<file path="src/rtl/lane_ctl_pkg.sv">
package lane_ctl_pkg;

    localparam int unsigned LANES_DEFAULT = 12;

    typedef enum logic [1:0] {
        FLD_INVERT = 2'd0,
        FLD_DEACT  = 2'd1,
        FLD_SQDIS  = 2'd2,
        FLD_MARGIN = 2'd3
    } field_sel_e;

    typedef enum logic [1:0] {
        GATE_PASS    = 2'd0,
        GATE_SQUELCH = 2'd1,
        GATE_DEACT   = 2'd2,
        GATE_FAULT   = 2'd3
    } gate_cause_e;

    typedef struct packed {
        logic invert;
        logic deact;
        logic sq_dis;
        logic margin;
    } lane_cfg_t;

    localparam lane_cfg_t CFG_DEFAULT = '{invert: 1'b0, deact: 1'b0, sq_dis: 1'b0, margin: 1'b0};

    // Precedence: fault, deactivate, LOS squelch, pass.
    function automatic gate_cause_e pick_cause(lane_cfg_t c, logic los, logic flt);
        if (flt)                   return GATE_FAULT;
        else if (c.deact)          return GATE_DEACT;
        else if (los && !c.sq_dis) return GATE_SQUELCH;
        else                       return GATE_PASS;
    endfunction

endpackage

</file>
<file path="src/rtl/lane_cfg_regs.sv">
module lane_cfg_regs
    import lane_ctl_pkg::*;
#(
    parameter int unsigned N = LANES_DEFAULT
) (
    input  logic                  clk,
    input  logic                  rst,
    input  logic                  cfg_rst,
    input  logic                  wr_en,
    input  field_sel_e            wr_field,
    input  logic [N-1:0]          wr_data,
    output lane_cfg_t [N-1:0]     cfg_q
);

    logic [N-1:0] inv_vec;
    logic [N-1:0] margin_vec;

    for (genvar i = 0; i < N; i++) begin : g_lane
        always_ff @(posedge clk) begin
            if (rst || cfg_rst) begin
                cfg_q[i] <= CFG_DEFAULT;
            end else if (wr_en) begin
                case (wr_field)
                    FLD_INVERT: cfg_q[i].invert <= wr_data[i];
                    FLD_DEACT:  cfg_q[i].deact  <= wr_data[i];
                    FLD_SQDIS:  cfg_q[i].sq_dis <= wr_data[i];
                    FLD_MARGIN: cfg_q[i].margin <= wr_data[i];
                    default:    cfg_q[i]        <= cfg_q[i];
                endcase
            end
        end
        assign inv_vec[i]    = cfg_q[i].invert;
        assign margin_vec[i] = cfg_q[i].margin;
    end

    // a control reset leaves every field at its default.
    assert_cfg_clear_R9: assert property (@(posedge clk) disable iff (rst)
        $past(cfg_rst) |-> (cfg_q == '0));

    // a sampled invert write lands at that edge.
    assert_inv_write_R10: assert property (@(posedge clk) disable iff (rst)
        ($past(wr_en) && !$past(cfg_rst) && !$past(rst) && $past(wr_field) == FLD_INVERT)
        |-> (inv_vec == $past(wr_data)));

    // a margin write lands at that edge.
    assert_margin_write_R10: assert property (@(posedge clk) disable iff (rst)
        ($past(wr_en) && !$past(cfg_rst) && !$past(rst) && $past(wr_field) == FLD_MARGIN)
        |-> (margin_vec == $past(wr_data)));

endmodule

</file>
<file path="src/rtl/lane_gate.sv">
module lane_gate
    import lane_ctl_pkg::*;
(
    input  lane_cfg_t cfg,
    input  logic      din,
    input  logic      los,
    input  logic      flt,
    output logic      dout,
    output logic      en,
    output logic      margin
);

    gate_cause_e cause;
    logic        pol_bit;

    always_comb begin
        cause   = pick_cause(cfg, los, flt);
        pol_bit = din ^ cfg.invert;
        en      = (cause == GATE_PASS);
        dout    = en ? pol_bit : 1'b0;
        margin  = cfg.margin;
    end

endmodule

</file>
<file path="src/rtl/lane_ctl_top.sv">
module lane_ctl_top
    import lane_ctl_pkg::*;
#(
    parameter int unsigned N = LANES_DEFAULT
) (
    input  logic         clk,
    input  logic         rst,
    input  logic         cfg_rst,
    input  logic         cfg_wr,
    input  logic [1:0]   cfg_field,
    input  logic [N-1:0] cfg_wdata,
    input  logic [N-1:0] din,
    input  logic [N-1:0] los,
    input  logic [N-1:0] fault,
    output logic [N-1:0] dout,
    output logic [N-1:0] lane_en,
    output logic [N-1:0] margin_o
);

    lane_cfg_t [N-1:0] cfg_q;

    lane_cfg_regs #(.N(N)) u_regs (
        .clk      (clk),
        .rst      (rst),
        .cfg_rst  (cfg_rst),
        .wr_en    (cfg_wr),
        .wr_field (field_sel_e'(cfg_field)),
        .wr_data  (cfg_wdata),
        .cfg_q    (cfg_q)
    );

    for (genvar i = 0; i < N; i++) begin : g_gate
        lane_gate u_gate (
            .cfg    (cfg_q[i]),
            .din    (din[i]),
            .los    (los[i]),
            .flt    (fault[i]),
            .dout   (dout[i]),
            .en     (lane_en[i]),
            .margin (margin_o[i])
        );

        // a faulted lane never reports enabled.
        assert_fault_off_R6: assert property (@(posedge clk) disable iff (rst)
            fault[i] |-> !lane_en[i]);

        // a quiet lane is held at 0.
        assert_quiet_zero_R7: assert property (@(posedge clk) disable iff (rst)
            !lane_en[i] |-> (dout[i] == 1'b0));

        // margin only moves after a margin write or a control reset.
        assert_margin_hold_R8: assert property (@(posedge clk) disable iff (rst)
            (!$past(rst) && !$stable(margin_o[i])) |->
            ($past(cfg_rst) || ($past(cfg_wr) && $past(cfg_field) == 2'd3)));
    end

endmodule

</file>
<file path="config.mk">
export PLATFORM = sky130hd
export DESIGN_NAME = lane_ctl_top
export DESIGN_NICKNAME = d
export VERILOG_FILES = /design/src/rtl/lane_ctl_pkg.sv /design/src/rtl/lane_cfg_regs.sv /design/src/rtl/lane_gate.sv /design/src/rtl/lane_ctl_top.sv
export SDC_FILE = /design/constraint.sdc
export NUM_CORES = 1
export LEC_CHECK = 0
export ABC_CLOCK_PERIOD_IN_PS = 1000
export BUFFER_PORTS_ARGS = -buffer_cell sky130_fd_sc_hd__buf_4
export CAP_MARGIN = 20
export CORE_MARGIN = 1
export CORE_UTILIZATION = 46
export DETAILED_ROUTE_END_ITERATION = 8
export GPL_TIMING_DRIVEN = 0
export PLACE_DENSITY = 0.81
export SLEW_MARGIN = 20
export SYNTH_ARGS = -nofsm -noshare
export SYNTH_HDL_FRONTEND = slang
export SYNTH_SLANG_ARGS = --single-unit
</file>
<file path="constraint.sdc">
create_clock -name clk -period 1 [get_ports clk]
set_input_delay 0.1 -clock clk [delete_from_list [all_inputs] [get_ports clk]]
set_output_delay 0.1 -clock clk [all_outputs]
set_load 0.05 [all_outputs]
</file>
==> results.txt, run 1 <==
After detailed routing, the number of vias per cell comes to 5.228. The clock-pin slew on the worst setup and hold paths is 0.08 ns. The final net count is about 410. The cell area that synthesis handed to floorplanning was 0.002720 mm^2.

The final-report hold violation count is 0. The category of the worst setup path capture point is an output pin. The checks that failed: negative setup slack. The number of fillers in the final layout is 391. The critical path ends at dout[10]. The flow ran to the end, but the final reports show violations.

In the global route stage, overall resource usage came out at 0.2212. After detailed routing, the number of remaining DRC violations is 0. Setup repair after global routing could not meet its margin everywhere. Counting cells, the worst reg-to-reg path comes to 3. The worst flop-to-flop path startpoint is u_regs.cfg_q[14]. The area used by sequential logic in the layout is 0.001030 mm^2. The die covers 0.006224 mm^2. By startpoint and endpoint, the worst setup path is classified as flip-flop to output pin. The maximum net fanout on the critical path came out at 2. The number of different library cells in the post-synthesis netlist came out at 17. The normalized max-slew margin is 0.6588. The number of nets in the synthesized netlist is 317.

The count of standard-cell rows is 27. Power spread over the standard cell area amounts to 1013 mW/mm^2. More flip-flops sit in one register than any other, and that register is u_regs.cfg_q. The post-detailed-routing wire length came out at 6791 um. The setup slack after placement came out at -0.2666 ns. The first-pass iteration count of the detailed router came out at 4. The number of max-cap violations is 0. The first global-routing pass estimated 10660 um of wire. TritonCTS built the clock tree. The final critical path time including I/O delays and setup is 1.540 ns. The share of the cycle needed by the critical path after routing is 1.540. The layout overhead on the synthesized area came out at 53.17%.

The largest delay contributor family on the critical path is compound AO/OA/AOI/OAI gates. After detailed routing, the average wire length per cell comes to 15.98 um. The top achievable clock speed came out at 649.4 MHz.

Across all hold checks on the routed design, the worst slack comes to ~0.21 ns. The core footprint is ~0.0056 mm^2. The number of H-tree levels is 2. The buffer and inverter count on the worst path is 2. The fraction of final layout cells sized beyond drive strength 1 is 0.7167. Tracing the worst setup path back leads to its startpoint at u_regs.cfg_q[43]. Synthesis inferred 48 register bits. The leading cell type in the layout, fill and taps excluded is sky130_fd_sc_hd__buf_4. The repair_antennas step left the layout with diodes totalling 0.

The count of routing violations after the opening detailed-route iteration came out at 52. The top cell types in the final layout, fill and taps aside, are sky130_fd_sc_hd__buf_4, sky130_fd_sc_hd__mux2i_1, sky130_fd_sc_hd__dfxtp_2. For this run, the slowest stage of the critical path takes 0.35 ns. The initial antenna violation count is 0. The height of the die came out at 78.90 um. The routability-driven placement congestion ratio came out at 0.7445.

In this run the deepest clock path goes through 2 buffers. The detailed router placed 2222 vias in this run. The proportion of synthesized chip area in sequential cells came out at 0.3533.

The worst-case IR drop observed on VDD is roughly 0.54 mV. The final setup violation count came out at 26. During I/O placement, the number of pins put on the boundary was 90. The total power draw came out at 4.219 mW. At the pin with the least slew margin, the transition time is 0.5118 ns. The register with the most flip-flops in the layout has 48 of them. The worst setup margin came out at -0.5400 ns.

The die boundary width came out at 78.90 um. The total global routing overflow is 0. On the final layout, the worst clock skew is 0 ns. Data on the critical path is required at its endpoint by 0.90 ns. The count of pins over their slew limit came out at 0. The kind of start point of the critical path is a flip-flop. The largest registers in the layout are u_regs.cfg_q (48). Counting the buffers created by CTS gives 5. The count of nets left with antenna violations once routing finished came out at 0. The number of global-route vias before repair came out at 2314. The critical path goes through xnor2_1 -> a2111oi_2 -> buf_4 -> buf_8. The largest individual stage delay along the critical path comes from the cell sky130_fd_sc_hd__a2111oi_2. The initial core utilization is 0.4851. The largest net degree at the start of global routing is 14.

Summing all multi-input logic gate instances after layout gives 0.001620 mm^2. The number of buffer cells added on primary ports came out at 87. The tightest min-delay check is of the primary input to flip-flop type.

The number of instances in the synthesized netlist is 263. The insertion delay of the later-clocked pin in the worst-skew pair is 0.30 ns. The endpoint identified for the worst register-to-register timing path is u_regs.cfg_q[14]. The total number of cells along the worst setup path came out at 4. The detailed-placement wirelength estimate is 4422 um.

The count of warnings emitted by yosys is 0. The setup check on the worst reg-to-reg path leaves a slack of -0.05 ns. In this run, post-CTS hold repair placed 0 buffers. The buffer cell driving the clock tree root is sky130_fd_sc_hd__clkbuf_8.

The average footprint of a synthesized cell is ~10 um^2. The clock sink count came out at 48. The leakage power total came out at 1.824 nW. The worst path arrival time came out at 1.44 ns.
-- report_power, final --
group          internal [mW]  switching [mW]  leakage, nW
Combinational          0.514           0.516         1.36
Clock                  0.616           0.619       0.0503
Sequential              1.93          0.0229        0.412
Total                   3.06            1.16         1.82
-- per-layer routing --
layer,share of wire,vias to the layer above,global-route usage
met2,0.55,60,0.4287
li1,-,1091,-
met1,0.40,1064,0.2452
met4,0.0081,0,0.06000
met5,0,-,0
met3,0.046,7,0.03793
-- final cells by class --
class,instances,area share
well taps,72,0.02162
multi-input cells,150,0.3889
flip-flops and latches,48,0.2471
plain buffers,45,0.07598
clock buffers,7,0.02312
repair buffers,91,0.2324
inverters,12,0.01081
-- worst min path at each step --
stage,startpoint,end,slack (ns),cells after the start
after floorplan,cfg_wr,u_regs.cfg_q[21],0.36,2
after global placement,cfg_field[0],u_regs.cfg_q[25],0.53,3
after detailed placement,cfg_wr,u_regs.cfg_q[21],0.53,3
after CTS,cfg_wr,u_regs.cfg_q[25],0.21,3
after global routing,cfg_field[0],u_regs.cfg_q[38],0.23,3
final,cfg_wr,u_regs.cfg_q[21],0.21,3
-- metrics by stage --
| stage | utilization | setup TNS [ns] | cells | area (um^2) |
|---|---|---|---|---|
| 2_1_floorplan | - | -0.9930 | 263 | 2720 |
| 3_3_place_gp | 0.6176 | -4.399 | 422 | 3463 |
| 3_5_place_dp | 0.6176 | -5.042 | 422 | 3463 |
| 4_1_cts | 0.7066 | -8.853 | 429 | 3963 |
| 5_1_grt | 0.7430 | -9.974 | 425 | 4167 |
| 6_report | 0.7430 | -8.451 | 425 | 4167 |
-- synth_stat cells, drive strengths merged --
cell / n / area (um^2)
dfxtp: 48 / 960.9
a211oi: 12 / 90.09
nand3: 1 / 5.000
nand3b: 2 / 15.01
and3: 1 / 7.510
mux2i: 48 / 480.5
xnor2: 12 / 105.1
and3b: 1 / 10.01
clkbuf: 12 / 45.04
a2111oi: 12 / 105.1
or3b: 61 / 534.3
inv: 12 / 45.04
buf: 41 / 316.5
-- kinds of logic after synthesis --
family | Yosys count | share of synthesized area
XOR/XNOR | 12 | 0.03864
flip-flops | 48 | 0.3533
AO/OA/AOI/OAI | 24 | 0.07176
multiplexers | 48 | 0.1766
buffers and inverters | 65 | 0.1495
AND/OR/NAND/NOR | 66 | 0.2102
-- what timing repair did --
item                       in CTS  in global routing
buffers inserted                3                  1
pin swaps                       3                  5
setup endpoints to repair      43                 64
resized for setup             146                 72
-- tightest hold or removal path, stage by stage --
cell and delay, ns:
sky130_fd_sc_hd__buf_4 0.13, sky130_fd_sc_hd__nand3b_1 0.15, sky130_fd_sc_hd__mux2i_1 0.09
Note: power is estimated with default switching activity, not from simulation.
==> inputs of run 2 (changes only) <==
--- a/config.mk
+++ b/config.mk
@@ -5,14 +5,15 @@
 export SDC_FILE = /design/constraint.sdc
 export NUM_CORES = 1
 export LEC_CHECK = 0
+export ABC_AREA = 1
 export ABC_CLOCK_PERIOD_IN_PS = 1000
 export BUFFER_PORTS_ARGS = -buffer_cell sky130_fd_sc_hd__buf_4
 export CAP_MARGIN = 20
 export CORE_MARGIN = 1
-export CORE_UTILIZATION = 46
+export CORE_UTILIZATION = 45
 export DETAILED_ROUTE_END_ITERATION = 8
 export GPL_TIMING_DRIVEN = 0
-export PLACE_DENSITY = 0.81
+export PLACE_DENSITY = 0.8
 export SLEW_MARGIN = 20
 export SYNTH_ARGS = -nofsm -noshare
 export SYNTH_HDL_FRONTEND = slang
==> results.txt, run 2 <==
Outcome: finished with violations (unchanged). Violated checks: negative setup slack (unchanged). The setup slack after placement came out at -0.1177 ns (was -0.2666 ns). The clock skew is 0 ns (unchanged). The register name with the most flops is u_regs.cfg_q (unchanged). The launch point of the worst path is u_regs.cfg_q[13] (was u_regs.cfg_q[43]). The count of warnings emitted by yosys came out at 0 (unchanged).

The final net count is 562 (was 407). The total power draw was 4.465 mW (was 4.219 mW). The cell type with the highest aggregate area in the netlist was sky130_fd_sc_hd__dfxtp_1 (unchanged).

The maximum clock insertion buffer count is 2 (unchanged). The fraction of the mapped netlist area in compound gates was 0.02279 (was 0.07176). The dominant synthesized flop cell was sky130_fd_sc_hd__dfxtp_1 (unchanged). The final non-filler cell area was 0.003970 mm^2 (was 0.004167 mm^2). The count of standard-cell rows is 27 (unchanged). The count of routing violations after the opening detailed-route iteration came out at 132 (was 52). The TritonCTS clock tree is built (unchanged). The worst reg2reg path endpoint was u_regs.cfg_q[37] (was u_regs.cfg_q[14]). The leakage power total is 2.007 nW (was 1.824 nW).

The first-pass GRT wire length came out at 11700 um (was 10660 um). The flip-flop count of the largest register after layout was 48 (unchanged). The routability-driven placement congestion ratio came out at 0.7737 (was 0.7445).

The die boundary width came out at 78.52 um (was 78.90 um). The number of max-cap violations came to 0 (unchanged). The register-to-register setup slack is 0.04 ns (was -0.05 ns). The worst hold slack across all endpoints came out at 0.02925 ns (was 0.2080 ns).

The full die area came to 0.006165 mm^2 (was 0.006224 mm^2). The clock sink count came to 48 (unchanged). The portion of netlist area occupied by mux cells came to 0 (was 0.1766). The largest family of logic cells by synthesized area is simple AND/OR/NAND/NOR gates (unchanged). The detail-routed net length per standard cell is 12.52 um (was 15.98 um). The number of nets still failing antenna checks after routing came out at 0 (unchanged). The XOR/XNOR share of the synthesized area came out at 0.03989 (was 0.03864). The core footprint was 0.005574 mm^2 (was 0.005608 mm^2).

Synth area leaders: sky130_fd_sc_hd__dfxtp_1, sky130_fd_sc_hd__nor2_1, sky130_fd_sc_hd__nand2_1 (was sky130_fd_sc_hd__dfxtp_1, sky130_fd_sc_hd__mux2i_1, sky130_fd_sc_hd__or3b_2). The number of buffer cells added on primary ports is 88 (was 87). The number of buffers inserted during clock tree synthesis is 5 (unchanged). Most frequent cells in the layout: sky130_fd_sc_hd__nor2_1, sky130_fd_sc_hd__nand2_1, sky130_fd_sc_hd__buf_4 (was sky130_fd_sc_hd__buf_4, sky130_fd_sc_hd__mux2i_1, sky130_fd_sc_hd__dfxtp_2). The initial antenna violation count was 0 (unchanged). The initial core utilization came to 0.4727 (was 0.4851). The normalized max-slew margin is 0.6680 (was 0.6588). The number of antenna repair diodes was 0 (unchanged). The worst setup path endpoint is dout[3] (was dout[10]). The maximum net fanout on the critical path is 2 (unchanged).

The kind of start point of the critical path is a flip-flop (unchanged). The number of global-route vias before repair is 2606 (was 2314). The DRC violations left is 0 (unchanged). Unrepaired setup endpoints after global routing: true (unchanged). The category of the worst setup path capture point is an output pin (unchanged). The detailed-placement wirelength estimate is 4681 um (was 4422 um). The adder and majority gate portion of the synthesized area is 0 (unchanged).

The number of enable-type register cells in the synthesized netlist came out at 0 (unchanged). The fraction of final layout cells sized beyond drive strength 1 is 0.4578 (was 0.7167). The type of the worst setup path is flip-flop to output pin (unchanged). The proportion of synthesized chip area in sequential cells was 0.3647 (was 0.3533). The first-pass iteration count of the detailed router is 4 (unchanged). The average footprint of a synthesized cell came to 6.289 um^2 (was 10.34 um^2). Top cell types by occurrence after synthesis: sky130_fd_sc_hd__nor2_1, sky130_fd_sc_hd__nand2_1, sky130_fd_sc_hd__inv_1, sky130_fd_sc_hd__dfxtp_1, sky130_fd_sc_hd__buf_4 (was sky130_fd_sc_hd__dfxtp_1, sky130_fd_sc_hd__mux2i_1, sky130_fd_sc_hd__or3b_2, sky130_fd_sc_hd__buf_4, sky130_fd_sc_hd__or3b_1).

The number of I/O pins is 90 (unchanged). The worst flop-to-flop path startpoint is u_regs.cfg_q[37] (was u_regs.cfg_q[14]). The top-area cell type share of the netlist area came out at 0.3647 (was 0.3533).

The final setup violation count is 24 (was 26). The final critical path time including I/O delays and setup is 1.367 ns (was 1.540 ns). The kind of path behind the tightest hold check is primary input to flip-flop (unchanged). The share of the cycle needed by the critical path after routing came out at 1.367 (was 1.540).

The largest net degree at the start of global routing came out at 16 (was 14). The total global routing overflow is 0 (unchanged). The final-report hold violation count is 0 (unchanged). The leading cell type in the layout, fill and taps excluded was sky130_fd_sc_hd__nor2_1 (was sky130_fd_sc_hd__buf_4). The worst path arrival time came out at 1.27 ns (was 1.44 ns). The total negative slack for setup checks came out at -5.842 ns (was -8.451 ns).

The top achievable clock speed came out at 731.5 MHz (was 649.4 MHz). The transition time of the tightest slew-check pin is 0.4980 ns (was 0.5118 ns). The post-place instance area came to 0.003386 mm^2 (was 0.003463 mm^2). The total routing usage reported by global routing came out at 0.2461 (was 0.2212). The number of H-tree levels is 2 (unchanged).

The total number of vias is 2639 (was 2222). The worst ir drop on vdd is 0.8949 mV (was 0.5436 mV). The post-synthesis instance area came out at 0.002635 mm^2 (was 0.002720 mm^2).

The simple-gate area share of the yosys netlist came to 0.3504 (was 0.2102). Yosys instantiated no cell more often than sky130_fd_sc_hd__nor2_1. The post-detailed-route via-to-cell ratio came out at 4.542 (was 5.228).

The post-synthesis register bit count came out at 48 (unchanged). The height of the die came out at 78.52 um (was 78.90 um). The number of fillers in the final layout is 456 (was 391).

The layout overhead on the synthesized area came out at 50.66% (was 53.17%). The count of pins over their slew limit is 0 (unchanged). The power per unit of standard cell area is 1125 mW/mm^2 (was 1013 mW/mm^2).

The clock-pin slew on the worst setup and hold paths came to 0.10 ns (was 0.08 ns). The insertion delay of the later-clocked pin in the worst-skew pair is 0.31 ns (was 0.30 ns). The worst setup margin came out at -0.3670 ns (was -0.5400 ns).

The number of instances in the synthesized netlist was 419 (was 263). The number of nets in the synthesized netlist is 473 (was 317). The required time at the endpoint of the critical path came to 0.90 ns (about the same). The number of cells on the worst reg-to-reg path came out at 7 (was 3).

The number of different library cells in the post-synthesis netlist came out at 11 (was 17). The post-detailed-routing wire length was 7274 um (was 6791 um). Leading registers by flop count: u_regs.cfg_q (48) (unchanged). The buffer cell driving the clock tree root is sky130_fd_sc_hd__clkbuf_8 (unchanged). The share of flip-flops with an asynchronous set or reset is 0 (unchanged).
==> run 2: cell types whose count changed after synthesis, sizes merged, moves of 12 or more <==
cell / previous run / this run
mux2i: 48 / 0
a211oi: 12 / 0
and2: 0 / 12
nor2: 0 / 110
inv: 12 / 62
or3b: 61 / 0
a21oi: 0 / 12
nand2: 0 / 96
a2111oi: 12 / 0
nand3: 1 / 15
==> run 2: final cells by class <==
type | count | area, um^2 | area share
multi-input cells | 257 | 1246 | 0.3139
well taps | 72 | 90.09 | 0.02269
inverters | 62 | 235.2 | 0.05925
clock buffers | 6 | 82.58 | 0.02080
repair buffers | 105 | 1077 | 0.2714
plain buffers | 29 | 221.5 | 0.05578
clock inverters | 2 | 15.01 | 0.003782
flip-flops and latches | 48 | 1002 | 0.2524
==> run 2: layer usage <==
| layer | global-route usage | share of wire |
|---|---|---|
| met2 | 0.4600 | 0.53 |
| met3 | 0.05465 | 0.059 |
| met4 | 0.1000 | 0.019 |
| met1 | 0.2637 | 0.39 |
| met5 | 0 | 0 |
==> run 2: cell families after synthesis <==
| logic type | after synthesis |
|---|---|
| AOI/OAI and AO/OA | 12 |
| xor gates and xnor gates | 12 |
| buffers and inverters | 114 |
| DFF | 48 |
| and+or+nand+nor | 233 |
==> run 2: critical path, stage by stage (launching register included) <==
cell and delay (ns):
sky130_fd_sc_hd__dfxtp_2 0.33, sky130_fd_sc_hd__inv_2 0.06, sky130_fd_sc_hd__nand2_2 0.05, sky130_fd_sc_hd__and2_4 0.16
sky130_fd_sc_hd__inv_1 0.06, sky130_fd_sc_hd__nor2_2 0.03, sky130_fd_sc_hd__buf_4 0.13, sky130_fd_sc_hd__buf_8 0.14
==> run 2: report_power, final <==
part	internal (mW)	leakage (nW)	switching [mW]
sequential	1.96	0.405	0.0318
combinational	0.568	1.56	0.649
clock	0.561	0.0434	0.695
==> run 2: stage by stage <==
stage / utilization / cells
floorplan: - / 419
global placement: 0.6074 / 579
detailed placement: 0.6074 / 579
CTS: 0.7098 / 591
global route: 0.7122 / 581
finish: 0.7122 / 581
==> run 2: timing repair <==
action,4_1_cts,5_1_grt
setup endpoints to repair,36,29
setup buffers,24,7
pin swaps,31,32
hold buffers,0,0
gates resized for setup,148,47
==> run 2: worst min-delay path by stage <==
stage	to	slack, ns	depth (start not counted)	start
3_5_place_dp	u_regs.cfg_q[18]	0.36	3	cfg_wdata[4]
5_1_grt	u_regs.cfg_q[32]	0.04	3	cfg_wdata[8]
3_3_place_gp	u_regs.cfg_q[18]	0.35	3	cfg_wdata[4]
4_1_cts	u_regs.cfg_q[18]	0.03	3	cfg_wdata[4]
2_1_floorplan	u_regs.cfg_q[0]	0.23	2	cfg_wdata[0]
6_report	u_regs.cfg_q[41]	0.03	3	cfg_wdata[10]
